$ cat config.mk
export PLATFORM = sky130hd
export DESIGN_NAME = tile_addr_xlate
export DESIGN_NICKNAME = d
export VERILOG_FILES = /design/src/rtl/tile_addr_pkg.sv /design/src/rtl/tax_divider.sv /design/src/rtl/tile_addr_xlate.sv
export SDC_FILE = /design/constraint.sdc
export NUM_CORES = 2
export LEC_CHECK = 0
export CAP_MARGIN = 20
export CORE_ASPECT_RATIO = 1.25
export CORE_MARGIN = 1
export CORE_UTILIZATION = 55
export DETAILED_ROUTE_END_ITERATION = 16
export GPL_ROUTABILITY_DRIVEN = 0
export PLACE_DENSITY = 0.72
export SETUP_SLACK_MARGIN = 0.05
export SKIP_LAST_GASP = 1
export SLEW_MARGIN = 25
export SYNTH_ARGS = -nofsm -noshare
export SYNTH_HDL_FRONTEND = slang
export SYNTH_SLANG_ARGS = --single-unit
export TNS_END_PERCENT = 100
$ cat constraint.sdc
create_clock -name clk -period 11.4 [get_ports clk]
set_clock_uncertainty 0.15 [all_clocks]
set_input_delay 1.71 -clock clk [delete_from_list [all_inputs] [get_ports clk]]
set_output_delay 1.71 -clock clk [all_outputs]
set_load 0.02 [all_outputs]
$ cat src/rtl/tile_addr_pkg.sv
package tile_addr_pkg;
  localparam int ADDR_W     = 32;
  localparam int TILE_SHIFT = 8;            // tile row is 256 bytes
  localparam int LINE_W     = 6;            // 64 lines per tile
  localparam int SEL_W      = 18;
  localparam int SEL_BASE_LSB = 14;
  localparam int TEX_W      = ADDR_W - TILE_SHIFT;

  typedef struct packed {
    logic [31:0] base;
    logic [31:0] offset;
    logic [15:0] pitch;
    logic [15:0] tpr;
    logic [7:0]  factor;
    logic [1:0]  sense;
    logic [3:0]  bpp;
    logic [31:0] region;
  } surf_cfg_t;

  // interleave lookup, written out index by index
  function automatic logic [1:0] bank_lut(input logic [3:0] idx);
    case (idx)
      4'd0, 4'd6, 4'd11, 4'd13: return 2'd0;
      4'd1, 4'd7, 4'd8,  4'd14: return 2'd1;
      4'd2, 4'd4, 4'd9,  4'd15: return 2'd2;
      default:                  return 2'd3;
    endcase
  endfunction

  function automatic logic [1:0] bank_pick(input logic [SEL_W-1:0] sel,
                                           input logic [1:0] ty_lo,
                                           input logic [7:0] factor,
                                           input logic [1:0] sense);
    logic [1:0] v;
    logic [1:0] rot;
    v = 2'd0;
    rot = sel[1:0] + {ty_lo[0], 1'b0};
    if (factor == 8'd1)      v = sel[1:0];
    else if (factor == 8'd2) v = bank_lut({rot, ty_lo});
    else if (factor >= 8'd4) v = bank_lut({sel[1:0], ty_lo});
    return v + sense;
  endfunction

  function automatic logic [ADDR_W-1:0] build_addr(input logic [SEL_W-1:0] sel,
                                                   input logic [1:0] bank,
                                                   input logic [LINE_W-1:0] lit,
                                                   input logic [ADDR_W-1:0] lin);
    logic [9:0] colsel;
    logic       part;
    logic [ADDR_W-1:0] a;
    colsel = {lit[5:3], lin[7:5], lit[1:0], 2'b00};
    part   = lit[2] ^ lin[6];
    a = {sel[SEL_W-1:2], bank, colsel[9:4], part, colsel[3:2], lin[4:0]};
    a[9]  = a[9] ^ a[12] ^ bank[0] ^ sel[0] ^ a[14];
    a[10] = a[10] ^ a[11];
    return a;
  endfunction
endpackage

$ cat src/rtl/tax_divider.sv
module tax_divider #(
  parameter int DVD_W = 24,
  parameter int DSR_W = 16
) (
  input  logic             clk,
  input  logic             rst,
  input  logic             start,
  input  logic [DVD_W-1:0] dividend,
  input  logic [DSR_W-1:0] divisor,
  output logic             busy,
  output logic             done,
  output logic [DVD_W-1:0] quot,
  output logic [DSR_W-1:0] rem
);
  localparam int CNT_W = $clog2(DVD_W + 1);
  localparam int PW    = DVD_W + DSR_W + 1;

  logic [DVD_W-1:0] qr, dvd_q;
  logic [DSR_W-1:0] rr, dsr_q;
  logic [CNT_W-1:0] cnt;
  logic             busy_q, done_q;
  logic [DSR_W:0]   trial;
  logic             fits;

  assign trial = {rr, qr[DVD_W-1]};
  assign fits  = trial >= {1'b0, dsr_q};

  always_ff @(posedge clk) begin
    if (rst) begin
      qr <= '0; dvd_q <= '0; rr <= '0; dsr_q <= '0;
      cnt <= '0; busy_q <= 1'b0; done_q <= 1'b0;
    end else begin
      done_q <= 1'b0;
      if (start && !busy_q) begin
        qr <= dividend; dvd_q <= dividend;
        rr <= '0; dsr_q <= divisor;
        cnt <= '0; busy_q <= 1'b1;
      end else if (busy_q) begin
        qr  <= {qr[DVD_W-2:0], fits};
        rr  <= fits ? DSR_W'(trial - {1'b0, dsr_q}) : trial[DSR_W-1:0];
        cnt <= cnt + 1'b1;
        if (cnt == CNT_W'(DVD_W - 1)) begin
          busy_q <= 1'b0;
          done_q <= 1'b1;
        end
      end
    end
  end

  assign busy = busy_q;
  assign done = done_q;
  assign quot = qr;
  assign rem  = rr;


  div_exact_chk: assert property (@(posedge clk) disable iff (rst)
    done && dsr_q != '0 |-> (rr < dsr_q) &&
      (PW'(qr) * PW'(dsr_q) + PW'(rr) == PW'(dvd_q)));


  div_done_after_busy_chk: assert property (@(posedge clk) disable iff (rst)
    done |-> $past(busy_q) && !busy_q);
endmodule

$ cat src/rtl/tile_addr_xlate.sv
module tile_addr_xlate
  import tile_addr_pkg::*;
(
  input  logic        clk,
  input  logic        rst,
  input  logic [31:0] cfg_base,
  input  logic [31:0] cfg_offset,
  input  logic [15:0] cfg_pitch,
  input  logic [15:0] cfg_tiles_per_row,
  input  logic [7:0]  cfg_factor,
  input  logic [1:0]  cfg_bank_sense,
  input  logic [3:0]  cfg_bpp,
  input  logic [31:0] cfg_region_size,
  input  logic        req_valid,
  output logic        req_ready,
  input  logic [15:0] req_row,
  input  logic [15:0] req_col,
  output logic        rsp_valid,
  input  logic        rsp_ready,
  output logic [31:0] rsp_addr,
  output logic        rsp_in_bounds
);
  typedef enum logic [1:0] {ST_IDLE, ST_DIV, ST_DONE} state_t;

  localparam int TY_W = TEX_W - LINE_W;

  state_t      st;
  surf_cfg_t   cfg_c, cfg_q;
  logic [ADDR_W-1:0] lin_c, lin_q, rel_c;
  logic [ADDR_W-1:0] addr_c, addr_q, off_c;
  logic        ib_c, ib_q;

  // named events
  logic accept, deliver, div_done, div_busy;
  logic [TEX_W-1:0] quot;
  logic [15:0]      rem;

  logic [TY_W-1:0]   ty_c;
  logic [LINE_W-1:0] lit_c;
  logic [SEL_W-1:0]  sel_c;
  logic [1:0]        bank_c;

  assign cfg_c = '{base: cfg_base, offset: cfg_offset, pitch: cfg_pitch,
                   tpr: cfg_tiles_per_row, factor: cfg_factor,
                   sense: cfg_bank_sense, bpp: cfg_bpp, region: cfg_region_size};

  assign req_ready = (st == ST_IDLE);
  assign rsp_valid = (st == ST_DONE);
  assign accept    = req_valid && req_ready;
  assign deliver   = rsp_valid && rsp_ready;

  assign lin_c = ADDR_W'(req_row) * ADDR_W'(cfg_pitch) + cfg_base + cfg_offset
               + ADDR_W'(req_col) * ADDR_W'(cfg_bpp);
  assign rel_c = lin_c - cfg_base;

  tax_divider #(.DVD_W(TEX_W), .DSR_W(16)) u_div (
    .clk(clk), .rst(rst), .start(accept),
    .dividend(rel_c[ADDR_W-1:TILE_SHIFT]), .divisor(cfg_tiles_per_row),
    .busy(div_busy), .done(div_done), .quot(quot), .rem(rem)
  );

  assign ty_c   = quot[TEX_W-1:LINE_W];
  assign lit_c  = quot[LINE_W-1:0];
  assign sel_c  = SEL_W'(ty_c) * SEL_W'(cfg_q.tpr) + SEL_W'(rem)
                + cfg_q.base[SEL_BASE_LSB +: SEL_W];
  assign bank_c = bank_pick(sel_c, ty_c[1:0], cfg_q.factor, cfg_q.sense);
  assign addr_c = build_addr(sel_c, bank_c, lit_c, lin_q);
  assign off_c  = addr_c - cfg_q.base;
  assign ib_c   = off_c < cfg_q.region;

  always_ff @(posedge clk) begin
    if (rst) begin
      st <= ST_IDLE;
      cfg_q <= '0; lin_q <= '0; addr_q <= '0; ib_q <= 1'b0;
    end else begin
      case (st)
        ST_IDLE: if (accept) begin
          cfg_q <= cfg_c;
          lin_q <= lin_c;
          st    <= ST_DIV;
        end
        ST_DIV: if (div_done) begin
          addr_q <= addr_c;
          ib_q   <= ib_c;
          st     <= ST_DONE;
        end
        ST_DONE: if (deliver) st <= ST_IDLE;
        default: st <= ST_IDLE;
      endcase
    end
  end

  assign rsp_addr      = addr_q;
  assign rsp_in_bounds = ib_q;


  rsp_hold_chk: assert property (@(posedge clk) disable iff (rst)
    rsp_valid && !rsp_ready |=> rsp_valid && $stable(rsp_addr) && $stable(rsp_in_bounds));


  one_flight_chk: assert property (@(posedge clk) disable iff (rst)
    accept |=> !req_ready && div_busy);


  cfg_freeze_chk: assert property (@(posedge clk) disable iff (rst)
    !req_ready |=> $stable(cfg_q) && $stable(lin_q));


  low_bits_chk: assert property (@(posedge clk) disable iff (rst)
    rsp_valid |-> rsp_addr[4:0] == lin_q[4:0]);


  reset_clear_chk: assert property (@(posedge clk)
    rst |=> !rsp_valid && req_ready);
endmodule

==> impl_metrics.ini <==
[hold_path]
holdCritStartpoint = rsp_addr[26]
hold_class = reg2reg
hold_depth = 2
min_to = rsp_addr[26]

[sta]
setup_tns_ns = 0
post-route-min-period_ns = 10.58
fin_crit_sh = 0.928
clock.fmax_ghz = 0.0946
worst_slew_pin_slew_ns = 0.894
setup_violations = 0
rsz0062_at_grt = no
hold_viol = 0
drv_slew = 0
slew-limit-headroom = 0.404

[yosys]
ys.flop_type = dfxtp_1
ys_types = 76
syn_area_sq_um = 29500
syn_nets = 4458
seq_area_frac_synth = 0.133
ys.warnings.count = 0
yosysTopAreaCellShare = 0.311
syn_area_per_cell_sq_um = 8.39
yosys_register_bits = 196
synth_cells = 3520
synth_top_cell_by_area = fa_1
synth_edf_count = 0
synthTopCellsByArea = fa_1 (31%), dfxtp_1 (13%), ha_1 (13%)
synthArstFlopShare = 0

[global_route]
grt.overflow.total = 0
antenna_found_initial = 1
grt_max_degree = 106
grtUsageTotal = 0.287
grt_pass1_wl_mm = 123
grt_pass1_vias = 24300

[worst_setup_path]
rr_worst_depth = 30
crit_fanout = 16
crit_type = in2reg
endpoint_kind = flip-flop
worstPathRequired_ns = 11.64
startpoint_type = input pin
crit_arrival_ns = 10.82
r2r_slack_ns = 2.85
cp_num_cells = 33
r2r_start = cfg_q[47]
worst-path-buf-inv = 3
path_delay_family = adder cells
cpPeakStageDelay_ns = 0.82
reg2reg_to = rsp_in_bounds
slowest_stage = clkdlybuf4s50_1
path_common_cell = fa_1

[floorplan]
fp.dieArea_sq_um = 54600
die_w_um = 209
die_h_um = 261
core_sq_um = 52800
std_cell_rows = 94
initial_core_util = 0.559
ios = 213

[detailed_routing]
via_per_inst = 5.40
ant_nets = 0
routed_wl_mm = 75.6
drtPass1Iterations = 7
vias = 23400
route.detailed.drc = 0
drt_iter0_drc = 1299
wire_per_inst_um = 17.4

[clock_tree]
cts_resized = 0
hold_buffers = 0
cts_sinks = 196
clockRootBuffer = clkbuf_16
htreeDepth = 4
cts_tree = yes
clockBufferDepth = 2
clk_latency_ns = 0.49
clkSlewWorstSetupHoldPaths_ns = 0.08
cts_setup_buffers = 0
numCtsBuffers = 17

[outcome]
status = finished, final reports clean

[layout]
area_delta_synth_final_pct = 11.5
layout_common_cells = inv_1 (686), nand2_1 (591), fa_1 (459)
final_net_count = 4586
final_common_cell = inv_1
drive_gt1_frac = 0.0276

[run]
cap_violations = 0

[placed_design]
port_buffers = 212
post-dp-hpwl_mm = 63.3
-- synthesized netlist by cell type (3+ instances only) --
cell type  number
a221oi_1       14
a211oi_2        5
inv_1         686
o21ai_1         7
o22ai_1         4
o21bai_1       19
a31o_2          3
o31a_1          5
o21ai_0        54
or2_2           7
clkbuf_1      133
a22oi_1         4
a21oi_1       267
and2_1        237
o311ai_0        3
xor2_1         43
fa_1          459
nand2b_1       18
o41ai_1         3
xnor2_1        91
nor4_1          4
ha_1          301
a31oi_1        13
nand4_1        17
nand3_1        19
a211o_1         5
buf_1           3
or3_1          11
a2111oi_0       5
o2111ai_1       3
o21a_1         16
dfxtp_1       196
nor2_1         95
a21o_1         34
a211oi_1       13
nor3_1         30
a41oi_1         3
o21a_2          3
o211ai_1        3
nand2_1       592
o31ai_1         9
mux2i_1        18
and3_1          5
nor2b_1        21
-- worst register-to-register path, delay by kind of cell, from the launching register on --
family	cells	cell delay (ns)
XOR/XNOR	2	0.39
buffers and inverters	3	0.17
flip-flops	1	0.86
AND/OR/NAND/NOR	6	1.04
AO/OA/AOI/OAI	10	1.73
adder cells (fa/ha/maj)	9	4.10
-- flip-flops by register name, summed over array words and instances, names as in the netlist --
signal         cells
u_div.dsr_q       16
cfg_q             90
rsp_in_bounds      1
u_div.quot        24
u_div.rem         16
u_div.done         1
u_div.busy         1
st                 2
lin_q              8
u_div.cnt          5
rsp_addr          32
-- cells by family (layout without fill, tap and decap cells) --
family                     Yosys count  after routing  share of synthesized area
buffers and inverters              823            964                      0.105
DFF                                196            196                      0.133
adders and majority gates          761            761                      0.439
AOI/OAI and AO/OA                  517            517                      0.108
and+or+nand+nor                   1070           1070                      0.169
other                                0              1                          0
xor gates and xnor gates           135            135                     0.0405
muxes                               18             18                    0.00610
-- stage by stage --
| stage | instance area [sq um] | utilization | hold WS (ns) | worst slack [ns] | cells |
|---|---|---|---|---|---|
| global placement | 32200 | 0.611 | 0.292 | 0.556 | 4301 |
| finish | 32900 | 0.623 | 0.305 | 0.825 | 4334 |
| global route | 32900 | 0.623 | 0.326 | 0.367 | 4334 |
| CTS | 32900 | 0.623 | 0.309 | 0.895 | 4333 |
| detailed placement | 32200 | 0.611 | 0.296 | 0.390 | 4301 |
| floorplan | 29500 | - | 0.284 | 1.63 | 3520 |
-- metal layers --
| metal | vias up | share of wire | routed length [um] | GRT usage |
|---|---|---|---|---|
| met5 | - | 0 | 0 | 0 |
| met4 | 0 | 0.039 | 2970 | 0.119 |
| met3 | 142 | 0.046 | 3450 | 0.0318 |
| met2 | 640 | 0.50 | 38100 | 0.515 |
| met1 | 11400 | 0.41 | 31100 | 0.352 |
| li1 | 11200 | - | - | - |
-- worst max path at each step --
stage	from	end
after floorplan	req_row[11]	u_div.quot[23]
after global placement	req_row[5]	u_div.quot[23]
after detailed placement	req_row[5]	u_div.quot[23]
after CTS	req_row[5]	u_div.quot[23]
after global routing	req_row[5]	u_div.quot[23]
final	req_row[5]	u_div.quot[23]
-- final cells by class --
| class | count | area [sq um] |
|---|---|---|
| inverters | 686 | 2570 |
| flip-flops and latches | 196 | 3930 |
| well taps | 672 | 841 |
| multi-input cells | 2501 | 22500 |
| diodes | 1 | 2.50 |
| clock inverters | 15 | 241 |
| repair buffers | 246 | 2380 |
| clock buffers | 17 | 425 |
| fillers | 4707 | 19900 |
Power is not shown: default switching activity piles up to over one toggle a cycle in this logic, so the estimate is an artifact.
